$ cat src/rtl/i2c_stat_pkg.sv
package i2c_stat_pkg;

    localparam int STAT_W   = 8;
    localparam int N_STICKY = 5;

    // Field order is the software-visible bit order, MSB first.
    typedef struct packed {
        logic tx_empty;   // [7]
        logic rx_full;    // [6]
        logic addr_hit;   // [5]
        logic gen_call;   // [4]
        logic dir_rd;     // [3]
        logic arb_lost;   // [2]
        logic stop_seen;  // [1]
        logic nack_seen;  // [0]
    } stat_t;

    localparam stat_t STAT_RESET = '{tx_empty: 1'b1, default: 1'b0};

    // Indices into the sticky-flag bank.
    localparam int SK_RXF  = 0;
    localparam int SK_ADDR = 1;
    localparam int SK_ARB  = 2;
    localparam int SK_STOP = 3;
    localparam int SK_NACK = 4;

    function automatic logic any_req(input logic [N_STICKY-1:0] v);
        return |v;
    endfunction

endpackage

$ cat src/rtl/i2c_sticky_flag.sv
module i2c_sticky_flag (
    input  logic clk,
    input  logic rst,
    input  logic kill,
    input  logic set,
    input  logic clr,
    output logic q
);
    always_ff @(posedge clk) begin
        if (rst || kill)
            q <= 1'b0;
        else if (set)
            q <= 1'b1;
        else if (clr)
            q <= 1'b0;
    end

    AST_SET_WINS: assert property (@(posedge clk) disable iff (rst)
        (set && !kill) |=> q);
    AST_CLR_TAKES: assert property (@(posedge clk) disable iff (rst)
        (clr && !set && !kill) |=> !q);
endmodule

$ cat src/rtl/i2c_irq_gen.sv
module i2c_irq_gen
    import i2c_stat_pkg::*;
(
    input  logic                clk,
    input  logic                rst,
    input  logic                en,
    input  logic                tx_empty,
    input  logic                rx_shift_busy,
    input  logic [N_STICKY-1:0] req_vec,
    output logic                irq
);
    logic tx_req;
    assign tx_req = tx_empty && !rx_shift_busy;

    always_ff @(posedge clk) begin
        if (rst)
            irq <= 1'b0;
        else
            irq <= en && (tx_req || any_req(req_vec));
    end

    AST_IRQ_QUIET: assert property (@(posedge clk) disable iff (rst)
        !en |=> !irq);
    AST_IRQ_MASK: assert property (@(posedge clk) disable iff (rst)
        (rx_shift_busy && req_vec == '0) |=> !irq);
endmodule

$ cat src/rtl/i2c_status_flags.sv
module i2c_status_flags
    import i2c_stat_pkg::*;
(
    input  logic              clk,
    input  logic              rst,
    input  logic              en,
    input  logic              slave_mode,
    input  logic              rx_shift_busy,
    input  logic              data_wr,
    input  logic              data_rd,
    input  logic              stat_rd,
    input  logic              ev_tx_take,
    input  logic              ev_rx_byte,
    input  logic              ev_addr_match,
    input  logic              addr_is_gc,
    input  logic              ev_first_addr,
    input  logic              addr_lsb,
    input  logic              ev_arb_lost,
    input  logic              ev_stop,
    input  logic              ev_nack,
    output logic [STAT_W-1:0] stat_q,
    output logic              irq
);
    logic [N_STICKY-1:0] sk_set, sk_clr, sk_q;
    logic                tx_empty, gen_call, dir_rd;
    logic                slv_match;
    stat_t               stat;

    assign slv_match = en && slave_mode && ev_addr_match;

    always_comb begin
        sk_set          = '0;
        sk_clr          = '0;
        sk_set[SK_RXF]  = en && ev_rx_byte;
        sk_clr[SK_RXF]  = data_rd;
        sk_set[SK_ADDR] = slv_match;
        sk_clr[SK_ADDR] = stat_rd;
        sk_set[SK_ARB]  = en && !slave_mode && ev_arb_lost;
        sk_clr[SK_ARB]  = stat_rd;
        sk_set[SK_STOP] = en && ev_stop;
        sk_clr[SK_STOP] = stat_rd;
        sk_set[SK_NACK] = en && ev_nack;
        sk_clr[SK_NACK] = stat_rd;
    end

    for (genvar i = 0; i < N_STICKY; i++) begin : g_sticky
        i2c_sticky_flag u_flag (
            .clk (clk),
            .rst (rst),
            .kill(!en),
            .set (sk_set[i]),
            .clr (sk_clr[i]),
            .q   (sk_q[i])
        );
    end

    always_ff @(posedge clk) begin
        if (rst || !en) begin
            tx_empty <= 1'b1;
            gen_call <= 1'b0;
            dir_rd   <= 1'b0;
        end else begin
            if (data_wr)
                tx_empty <= 1'b0;
            else if (ev_tx_take)
                tx_empty <= 1'b1;
            if (slv_match)
                gen_call <= addr_is_gc;
            if (ev_first_addr)
                dir_rd <= addr_lsb;
        end
    end

    always_comb begin
        stat           = STAT_RESET;
        stat.tx_empty  = tx_empty;
        stat.rx_full   = sk_q[SK_RXF];
        stat.addr_hit  = sk_q[SK_ADDR];
        stat.gen_call  = gen_call;
        stat.dir_rd    = dir_rd;
        stat.arb_lost  = sk_q[SK_ARB];
        stat.stop_seen = sk_q[SK_STOP];
        stat.nack_seen = sk_q[SK_NACK];
    end

    assign stat_q = stat;

    i2c_irq_gen u_irq (
        .clk          (clk),
        .rst          (rst),
        .en           (en),
        .tx_empty     (tx_empty),
        .rx_shift_busy(rx_shift_busy),
        .req_vec      (sk_q),
        .irq          (irq)
    );

    AST_OFF_STATE: assert property (@(posedge clk) disable iff (rst)
        !en |=> (stat_q == 8'h80));
    AST_TX_WR_CLEARS: assert property (@(posedge clk) disable iff (rst)
        (en && data_wr) |=> !stat_q[7]);
    AST_DIR_LOAD: assert property (@(posedge clk) disable iff (rst)
        (en && ev_first_addr) |=> (stat_q[3] == $past(addr_lsb)));
    AST_ARB_MASTER_ONLY: assert property (@(posedge clk) disable iff (rst)
        (en && slave_mode && !stat_q[2]) |=> !stat_q[2]);
endmodule

$ cat config.mk
export PLATFORM = sky130hd
export DESIGN_NAME = i2c_status_flags
export DESIGN_NICKNAME = d
export VERILOG_FILES = /design/src/rtl/i2c_stat_pkg.sv /design/src/rtl/i2c_sticky_flag.sv /design/src/rtl/i2c_irq_gen.sv /design/src/rtl/i2c_status_flags.sv
export SDC_FILE = /design/constraint.sdc
export NUM_CORES = 1
export LEC_CHECK = 0
export BUFFER_PORTS_ARGS = -buffer_cell sky130_fd_sc_hd__buf_4
export CORE_MARGIN = 3
export CORE_UTILIZATION = 29
export DETAILED_ROUTE_END_ITERATION = 6
export PLACE_DENSITY = 0.66
export SLEW_MARGIN = 5
export SYNTH_ARGS = -nofsm -noshare
export SYNTH_HDL_FRONTEND = slang
export SYNTH_SLANG_ARGS = --single-unit
$ cat constraint.sdc
create_clock -name clk -period 2.5 [get_ports clk]
set_clock_uncertainty 0.15 [all_clocks]
set_input_delay 0.5 -clock clk [delete_from_list [all_inputs] [get_ports clk]]
set_output_delay 0.5 -clock clk [all_outputs]
set_load 0.005 [all_outputs]
After elaboration in Yosys (flattened, before gate mapping)
Cells that the tools add are included.
{"block": "word_totals", "out_inout_bits": 9, "ram_bits": 0, "reg_bits": 9, "rom_bits": 0, "memories": 0, "latchBits": 0, "in_bits": 17, "elab_cells": 39}
{"block": "op_classes", "n_mul": 0, "bitwise_logic": 0, "div": 0, "add_sub_neg": 0, "mux": 9, "reduce_logical": 21, "n_eq_ne": 0, "shifts": 0, "magnitude_cmp": 0}
{"operator": "nonzero test 2 bit", "n": 6}
{"operator": "logical AND 1 bit", "n": 9}
{"operator": "two-way mux 1 bit", "n": 9}
{"operator": "OR reduction 5 bit", "n": 1}
{"operator": "logical NOT 1 bit", "n": 3}
{"operator": "logical OR 1 bit", "n": 2}

Logic depth before layout (Yosys ltp)
Gate-level depths: netlist of run 1.
{"block": "depth", "ltp_word": 4, "ltp_mapped": 3, "mapped_depth_nobuf": 2}

By module
A second synthesis of run 1 with hierarchy kept.
{"block": "hier_totals", "cells_unflattened": 46, "hier_area_um2": 450.4}
{"module": "i2c_sticky_flag", "area_per_inst_um2": 45.0, "cells_per_inst": 4, "seq_area_each_um2": 20.0, "n_inst": 5}
{"module": "i2c_status_flags", "area_per_inst_um2": 177.7, "cells_per_inst": 21, "seq_area_each_um2": 60.1, "n_inst": 1}
{"module": "i2c_irq_gen", "area_per_inst_um2": 47.5, "cells_per_inst": 5, "seq_area_each_um2": 20.0, "n_inst": 1}

Least setup slack after synthesis of run 1
Ideal clock, no wire load.
{"block": "synth_path", "path_kind": "input-to-reg", "startpoint": "input rst", "endpoint": "register tx_empty", "setup_slack_ns": 1.358, "arrival_ns": 0.872, "path_buffers": 1, "path_stages": 3, "setup_ns": 0.119, "required_time_ns": 2.231, "path_cell_list": "nand2b_4 -> buf_6 -> o21bai_1"}
{"block": "synth_via", "elab_chain_cells": 1}
{"item": "start, declared", "line_no": "i2c_status_flags.sv:5", "source": "input logic rst,"}
{"item": "logical OR 1 bit", "line_no": "i2c_status_flags.sv:58", "source": "if (rst || !en) begin"}
{"item": "end signal, assigned", "line_no": "i2c_status_flags.sv:59", "source": "tx_empty <= 1'b1;"}
{"item": "end signal, assigned", "line_no": "i2c_status_flags.sv:64", "source": "tx_empty <= 1'b0;"}
{"item": "end signal, assigned", "line_no": "i2c_status_flags.sv:66", "source": "tx_empty <= 1'b1;"}
{"item": "end, declared", "line_no": "i2c_status_flags.sv:25", "source": "logic tx_empty, gen_call, dir_rd;"}
Every way passes these cells.
A chain may end at the register's enable or synchronous reset.

Worst setup path in the final report of run 1
{"block": "layout_path", "startpoint": "register g_sticky[2].u_flag.q", "endpoint": "output stat_q[2]"}
{"item": "start, declared", "line_no": "i2c_sticky_flag.sv:7", "source": "output logic q"}
{"item": "start signal, assigned", "line_no": "i2c_sticky_flag.sv:11", "source": "q <= 1'b0;"}
{"item": "start signal, assigned", "line_no": "i2c_sticky_flag.sv:13", "source": "q <= 1'b1;"}
{"item": "start signal, assigned", "line_no": "i2c_sticky_flag.sv:15", "source": "q <= 1'b0;"}
{"item": "end, declared", "line_no": "i2c_status_flags.sv:21", "source": "output logic [STAT_W-1:0] stat_q,"}
No word-level cell between the ends.

==> impl_metrics.ini, run 1 <==
[cts]
cts.htree.levels = 1
cts.reportedPaths.clkPinSlew_ns = 0.06
clock_sinks = 9
hold_buffers = 0
cts_root_buf = clkbuf_4
clock_latency_ns = 0.25
ctsResizeCount = 0
postCtsSetupRepairBufs = 0
cts.path.max_buffers = 2
cts_buffers = 3
cts_tree = yes

[pwr]
total_power_uw = 308
seqPwrFrac_pct = 49.5
clockPowerShare_pct = 35.9
power_frac_comb_pct = 14.5
powerDensity_nw_per_um2 = 533
vdd_ir_drop_max_v = 0.000223
switching_share_pct = 21.8
switchingPower_uw = 67.2
internal_power_uw = 241
p_leak_nw = 0.283

[placed_design]
pre_cts_ws_ns = 1.28
gp_congestion = 0.573
placed_cell_area_um2 = 552
port_buffers = 25
placed_cells = 76
hpwl_um = 608

[grt]
antenna_found_initial = 0
grt_use_total_pct = 9.79
overflow = 0
grt_pass1_wl_um = 1340
grt_max_degree = 10
grt_pass1_vias = 324

[sta]
worst_pin_slew_ns = 0.169
setup_viol = 0
slew_headroom_pct = 88.6
fin_setup_tns_ns = 0
fin_ws_ns = 1.11
final.period_utilization_pct = 55.7
rsz0062_at_grt = no
fmax_ghz = 0.718
finalHoldViolCount = 0
finalMaxSlewViolations = 0
period_minus_slack_ns = 1.39

[synthesis]
syn_area_um2 = 417
synthCells = 45
synth_mux_area_share_pct = 2.40
yosysTopAreaCell = dfxtp_1
ys_ff_latch = 9
synth-xor-area-share_pct = 0
syn_avg_cell_area_um2 = 9.26
yosysWarnings = 0
yosys.area_share.simple_pct = 20.7
yosysUniqueCellTypes = 17
seq_area_frac_synth_pct = 43.2
synth_compound_area_share_pct = 13.8
yosysTopAreaCellShare_pct = 43.2
synth_top_family_by_area = simple AND/OR/NAND/NOR gates
synthAdderAreaFrac_pct = 0
synth_fp_nets = 62
synth.top_cells.by_area = dfxtp_1 43%, buf_4 14%, a21oi_1 6.0%

[setup_path]
end_kind = output pin
critPathLaunchType = flop
cp_slowest_cell = dfxtp_1
crit_chain = buf_4
cp_max_fo = 3
path_buf_inv = 1
cp.arrival_ns = 0.74
critical_path_class = reg -> out
critical_path_required_ns = 1.85
max_stage_delay_ns = 0.36
path_delay_family = flip-flops

[layout]
drive_gt1_share_pct = 47.7
area_delta_synth_final_pct = 38.7
stdcell_count = 80
final_area_um2 = 578
fillers = 144
nets = 83
num_antenna_cells = 0

[flow_run]
maxCapViolCount = 0

[floorplanning]
die_width_um = 43.9
core_area_um2 = 1320
ios = 26
die_h_um = 43.9
rows = 13
die_area_um2 = 1930
start_util_pct = 31.6

[routing]
via_per_inst = 4.31
drt_iter0_drc = 0
post-route-drc-count = 0
drtAntennaViolNets = 0
drt-total-wl_um = 801
vias = 345
wl_per_cell_um = 10.0
drtPass1Iterations = 1

[status]
status = finished clean

[hold_path]
hp-class = in -> reg
==> state kept, by name, summed over array words and instances, names as in the netlist <==
signal,flops
g_sticky.u_flag.q,5
u_irq.irq,1
dir_rd,1
gen_call,1
tx_empty,1
==> cells by family after synthesis <==
group / Yosys count
flip-flops: 9
AO/OA/AOI/OAI: 9
multiplexers: 1
AND/OR/NAND/NOR: 14
buffers and inverters: 12
==> layer usage <==
layer / share of wire, % / GRT usage [%]
met5: 0 / 0
met4: 0 / 7.23
met3: 13 / 6.22
met2: 46 / 11.9
met1: 41 / 12.0
==> metrics by stage <==
step	utilization [%]	hold slack, ns
after floorplan	-	0.310
after global placement	41.9	0.327
after detailed placement	41.9	0.330
after CTS	43.9	0.265
after global routing	43.9	0.260
final	43.9	0.275
==> power by group through the flow <==
| stage | clock network, mW | registers, mW | logic (mW) |
|---|---|---|---|
| 2_1_floorplan | 0 | 0.155 | 0.0222 |
| 3_3_place_gp | 0 | 0.156 | 0.0447 |
| 3_5_place_dp | 0 | 0.156 | 0.0452 |
| 4_1_cts | 0.117 | 0.153 | 0.0453 |
| 5_1_grt | 0.130 | 0.153 | 0.0500 |
| 6_report | 0.111 | 0.153 | 0.0448 |
==> layout make-up <==
cell class / instances / area (um^2) / share of cell area (%)
tap: 15 / 18.8 / 3.25
multi-input combinational: 24 / 154 / 26.6
timing repair buffer: 25 / 188 / 32.5
sequential: 9 / 180 / 31.2
inverter: 3 / 11.3 / 1.95
clock buffer: 4 / 26.3 / 4.55
==> final timing paths <==
kind | startpoint | to | slack, ns | depth (start not counted)
hold / removal | data_wr | tx_empty | 0.28 | 2
hold reg to reg | g_sticky[1].u_flag.q | g_sticky[1].u_flag.q | 0.34 | 2
setup reg to reg | g_sticky[2].u_flag.q | g_sticky[2].u_flag.q | 1.55 | 2
setup / recovery | g_sticky[2].u_flag.q | stat_q[2] | 1.11 | 1
==> cells in the final DEF (no fill, tap or decap) <==
cell / synthesis / final
mux2i_1: 1 / 1
nand2b_1: 4 / 4
clkbuf_4: 0 / 3
a21oi_2: 1 / 1
a21oi_1: 5 / 5
nand2_1: 1 / 1
nor2_1: 3 / 3
nand2b_4: 1 / 1
a21bo_2: 1 / 1
dfxtp_1: 9 / 9
a31oi_1: 1 / 1
nor3_1: 1 / 1
clkbuf_1: 0 / 1
or2b_1: 3 / 3
o21bai_1: 1 / 1
nand3_1: 1 / 1
inv_1: 3 / 3
buf_4: 8 / 25
==> cell usage after synthesis <==
library cell / instances
nand2b_1: 4
inv_1: 3
a31oi_1: 1
a21oi_2: 1
mux2i_1: 1
nor3_1: 1
nand3_1: 1
buf_6: 1
nand2b_4: 1
nor2_1: 3
a21bo_2: 1
o21bai_1: 1
nand2_1: 1
buf_4: 8
a21oi_1: 5
dfxtp_1: 9
or2b_1: 3
No activity file was read; power rests on OpenSTA's default activity.
==> run 2: changes to the inputs <==
--- a/config.mk
+++ b/config.mk
@@ -5,11 +5,12 @@
 export SDC_FILE = /design/constraint.sdc
 export NUM_CORES = 1
 export LEC_CHECK = 0
+export ABC_AREA = 1
 export BUFFER_PORTS_ARGS = -buffer_cell sky130_fd_sc_hd__buf_4
 export CORE_MARGIN = 3
 export CORE_UTILIZATION = 29
 export DETAILED_ROUTE_END_ITERATION = 6
-export PLACE_DENSITY = 0.66
+export PLACE_DENSITY = 0.68
 export SLEW_MARGIN = 5
 export SYNTH_ARGS = -nofsm -noshare
 export SYNTH_HDL_FRONTEND = slang
==> constraint.sdc (replaced) <==
create_clock -name clk -period 1.16 [get_ports clk]
set_clock_uncertainty 0.15 [all_clocks]
set_input_delay 0.232 -clock clk [delete_from_list [all_inputs] [get_ports clk]]
set_output_delay 0.232 -clock clk [all_outputs]
set_load 0.005 [all_outputs]
==> run 2 against run 1 <==
Against the previous run:
- first-iteration DRC count grew 6
- setup slack lost 1.0 ns
- combinational power grew 120%
- non-clock buffer count is the same
- die area shrank 1.0%
- sequential cell count is the same
- cell area grew 1.5%
- synthesized cell count grew 22%
- sequential power grew 120%
- critical endpoint is now stat_q[6]
- largest cell class unchanged
==> impl_metrics.ini, run 2 <==
[status]
status = finished clean

[hold_path]
hp-class = in -> reg
min_path_cells = 2

[setup_path]
crit_chain = buf_4
path_buf_inv = 1
crit_cells = 1
critPathLaunchType = flop
cp_max_fo = 3
rr_worst_depth = 4
max_stage_delay_ns = 0.35
critical_path_class = reg -> out
critical_path_required_ns = 0.78
cp_slowest_cell = dfxtp_1
end_kind = output pin
cp.arrival_ns = 0.72
path_delay_family = flip-flops

[cts]
cts.path.max_buffers = 2
hold_buffers = 0
cts.htree.levels = 1
postCtsSetupRepairBufs = 0
cts.reportedPaths.clkPinSlew_ns = 0.06
clock_sinks = 9
cts_tree = yes
clock_latency_ns = 0.25
cts_root_buf = clkbuf_4
cts_buffers = 3

[grt]
grt_use_total_pct = 8.98
grt.met3_usage_pct = 5.39
grt_util_met1_pct = 10.1
grt_max_degree = 8
grt_pass1_vias = 319
antenna_found_initial = 0
grt.busiest_layer = met2
met2_usage_pct = 13.7
overflow = 0
grt_pass1_wl_um = 1250

[floorplanning]
start_util_pct = 33.8
die_h_um = 43.7
ios = 26
die_area_um2 = 1910
core_area_um2 = 1220
die_width_um = 43.7
rows = 12

[layout]
num_antenna_cells = 0
drive_gt1_share_pct = 47.4
nets = 94
final_common_cell = buf_4
area_delta_synth_final_pct = 42.6
final_area_um2 = 587
stdcell_count = 90
top_register = g_sticky.u_flag.q
utilization_pct = 48.3
largest_register_ffs = 5
layout_common_cells = 25 x buf_4, 10 x nor2_1, 10 x nand2_1

[placed_design]
pre_cts_ws_ns = 0.229
hpwl_um = 646
placed_cell_area_um2 = 557
gp_congestion = 0.636
port_buffers = 25
placed_cells = 86

[sta]
setup_viol = 0
hold_ws_ns = 0.0337
slew_headroom_pct = 89.8
rsz0062_at_grt = no
worst_pin_slew_ns = 0.152
fmax_ghz = 0.910
finalMaxSlewViolations = 0
period_minus_slack_ns = 1.10
fin_ws_ns = 0.0612
fin_setup_tns_ns = 0
finalHoldViolCount = 0
final.period_utilization_pct = 94.7

[routing]
drtPass1Iterations = 4
drt_iter0_drc = 6
drt-total-wl_um = 770
drtAntennaViolNets = 0
vias = 360
wl_per_cell_um = 8.56
post-route-drc-count = 0
via_per_inst = 4.00

[pwr]
powerDensity_nw_per_um2 = 1120
total_power_uw = 659
vdd_ir_drop_max_v = 0.000800
p_leak_nw = 0.308

[synthesis]
yosysWarnings = 0
synthCells = 55
async_flop_share_pct = 0
syn_avg_cell_area_um2 = 7.48
yosysTopAreaCellShare_pct = 43.8
yosysTopAreaCell = dfxtp_1
synth_fp_nets = 72
synth_edf_count = 0
yosys-top-cells-count = 10 x nand2_1, 10 x nor2_1, 9 x dfxtp_1
yosysUniqueCellTypes = 11
synth_ff_type = dfxtp_1
syn_area_um2 = 412
ys_ff_latch = 9
synth.top_cells.by_area = dfxtp_1 44%, buf_4 15%, nand2_1 9.1%
seq_area_frac_synth_pct = 43.8

[flow_run]
maxCapViolCount = 0
run 2: cell count changes after synthesis, moves of 2 or more:
cell / before / now
inv_1: 3 / 8
or2b_1: 3 / 0
nand2b_1: 4 / 0
nor2_1: 3 / 10
a21oi_2: 1 / 3
a21oi_1: 5 / 3
nand2_1: 1 / 10
run 2: cells by family (layout without fill, tap and decap cells):
family,after synthesis,count (layout),share of synthesized area [%]
buffers and inverters,17,38,22.8
flip-flops,9,9,43.8
AO/OA/AOI/OAI,7,7,11.2
AND/OR/NAND/NOR,22,22,22.2
run 2: final cells by class:
class / count / area (um^2)
flip-flops and latches: 9 / 184
clock buffers: 4 / 26.3
repair buffers: 25 / 188
multi-input cells: 29 / 138
inverters: 9 / 33.8
fillers: 130 / 629
well taps: 14 / 17.5
run 2: repair_timing:
action | in CTS | in global routing
gates resized for setup | 0 | 3
endpoints found under the setup margin | 0 | 3
hold endpoints to repair | 0 | 0
run 2: final timing paths:
check                        from   endpoint  slack (ns)
max reg2reg  g_sticky[0].u_flag.q  u_irq.irq        0.30
min                       data_wr   tx_empty        0.03
max          g_sticky[0].u_flag.q  stat_q[6]        0.06
min reg2reg                dir_rd     dir_rd        0.32
run 2: per-layer routing:
layer  vias up  wire [um]
met3         2         79
met2        15        362
met5         -          0
li1        198          -
met4         0         12
met1       145        315
run 2: where the power goes:
group          switching [mW]  internal, mW
Sequential            0.00706         0.322
Clock                  0.0989         0.132
Combinational          0.0374        0.0617
==> run 3: changes to the inputs <==
--- a/config.mk
+++ b/config.mk
@@ -10,8 +10,9 @@
 export CORE_MARGIN = 3
 export CORE_UTILIZATION = 29
 export DETAILED_ROUTE_END_ITERATION = 6
-export PLACE_DENSITY = 0.68
+export PLACE_DENSITY = 0.65
 export SLEW_MARGIN = 5
 export SYNTH_ARGS = -nofsm -noshare
 export SYNTH_HDL_FRONTEND = slang
+export SYNTH_HIERARCHICAL = 1
 export SYNTH_SLANG_ARGS = --single-unit
==> run 3 against run 2 <==
Against the previous run:
- die area is 20% higher
- routed wire length is 29% higher
- first-iteration DRC count is 17% lower
- clock power is 5% higher
- sequential share of layout area is 6.2 points lower
- global-route usage is 1.3 points higher
- clock-buffer cell count stayed put
- fmax is 2.1% lower
- area after synthesis is 23% higher
- synthesized cell count is 51% higher
- total power is 5.5% higher
==> impl_metrics.ini, run 3 <==
[status]
status = finished clean

[floorplanning]
ios = 26
die_h_um = 47.8
rows = 14
die_width_um = 47.8
die_area_um2 = 2280
start_util_pct = 32.1
core_area_um2 = 1580

[pwr]
p_leak_nw = 0.443
vdd_ir_drop_max_v = 0.000371
powerDensity_nw_per_um2 = 949

[routing]
drt_iter0_drc = 5
post-route-drc-count = 0
vias = 494
via_per_inst = 3.92
wl_per_cell_um = 7.90
drtPass1Iterations = 3
drt-total-wl_um = 996
drtAntennaViolNets = 0

[sta]
worst_pin_slew_ns = 0.105
fmax_ghz = 0.891
slew_headroom_pct = 93.0
setup_viol = 0
final.period_utilization_pct = 96.8
finalHoldViolCount = 0
rsz0062_at_grt = no
fin_setup_tns_ns = 0
finalMaxSlewViolations = 0
period_minus_slack_ns = 1.12

[layout]
area_delta_synth_final_pct = 44.4
largest_register_ffs = 5
layout_common_cells = 30 x inv_1, 25 x buf_4, 20 x nand2_1
top_register = g_sticky.u_flag/q
final_common_cell = inv_1
nets = 128
final_area_um2 = 732
drive_gt1_share_pct = 34.5
num_antenna_cells = 0
utilization_pct = 46.4

[synthesis]
yosysMostFrequentCell = inv_1
syn_avg_cell_area_um2 = 6.11
yosysTopAreaCellShare_pct = 35.6
synthCells = 83
yosysTopAreaCell = dfxtp_1
ys_ff_latch = 9
synth_fp_nets = 100
synth_ff_type = dfxtp_1
syn_area_um2 = 507
seq_area_frac_synth_pct = 35.6
yosys-top-cells-count = 30 x inv_1, 20 x nand2_1, 9 x dfxtp_1, 9 x nor2_1, 5 x a21oi_2
synth.top_cells.by_area = dfxtp_1 36%, inv_1 22%, nand2_1 15%
async_flop_share_pct = 0
yosysWarnings = 6
synth_edf_count = 0
yosysUniqueCellTypes = 11

[setup_path]
cp_max_fo = 3
cp.arrival_ns = 0.74
cp_slowest_cell = dfxtp_1
critPathLaunchType = flop
end_kind = output pin
critical_path_required_ns = 0.78
max_stage_delay_ns = 0.36
path_delay_family = flip-flops
critical_path_class = reg -> out
path_buf_inv = 1
crit_chain = buf_4

[grt]
overflow = 0
grt_max_degree = 8
grt_use_total_pct = 10.3
grt_pass1_wl_um = 1600
antenna_found_initial = 0
grt_pass1_vias = 420

[cts]
clock_sinks = 9
postCtsSetupRepairBufs = 0
clock_latency_ns = 0.26
cts.reportedPaths.clkPinSlew_ns = 0.06
cts.htree.levels = 1
cts_root_buf = clkbuf_4
cts_tree = yes
cts.path.max_buffers = 2
cts_buffers = 3

[placed_design]
placed_cell_area_um2 = 692
port_buffers = 25
gp_congestion = 0.731
hpwl_um = 813

[hold_path]
hp-class = in -> reg

[flow_run]
maxCapViolCount = 0
## run 3: per-stage QoR
step                      power [mW]  instances  hold slack [ns]  setup WS, ns
final                          0.695        126           0.0425        0.0376
after global routing           0.755        126           0.0444      0.000204
after CTS                      0.714        126           0.0373        0.0265
after detailed placement       0.459        121            0.268         0.247
after global placement         0.458        121            0.266         0.261
after floorplan                0.390         83            0.179         0.328
## run 3: cells by family (layout without fill, tap and decap cells)
logic type,after synthesis,after routing,share of synthesized area [%]
AOI/OAI and AO/OA,7,7,10.6
buffers and inverters,35,62,28.1
DFF,9,9,35.6
and+or+nand+nor,32,32,25.7
## run 3: layout make-up
cell class,instances,area (um^2)
fillers,173,845
repair buffers,26,198
flip-flops and latches,9,184
multi-input cells,39,184
inverters,32,120
clock buffers,4,26.3
well taps,16,20.0
## run 3: final timing paths
check                            start                    to  slack [ns]  cells after the start
hold reg to reg   g_sticky[2].u_flag/q  g_sticky[2].u_flag/q        0.32                      2
setup reg to reg  g_sticky[4].u_flag/q             u_irq/irq        0.28                      4
setup / recovery  g_sticky[3].u_flag/q             stat_q[1]        0.04                      1
hold / removal                addr_lsb                dir_rd        0.04                      3
## run 3: metal layers
layer	up-vias	track usage [%]	wire length [um]
li1	280	-	-
met1	195	11.7	449
met2	17	16.4	446
met3	2	5.64	93
met4	0	3.23	6
met5	-	0	0
## run 3: timing repair
| item | CTS | global route |
|---|---|---|
| hold buffers | 1 | 0 |
| setup endpoints to repair | 0 | 3 |
| gates resized for setup | 0 | 3 |
| hold endpoints to repair | 1 | 0 |
## run 3: power breakdown
group          internal [mW]  switching, mW  leakage [nW]
sequential             0.320        0.00606        0.0748
clock                  0.133          0.109        0.0150
combinational         0.0707         0.0564         0.353
total                  0.523          0.172         0.443
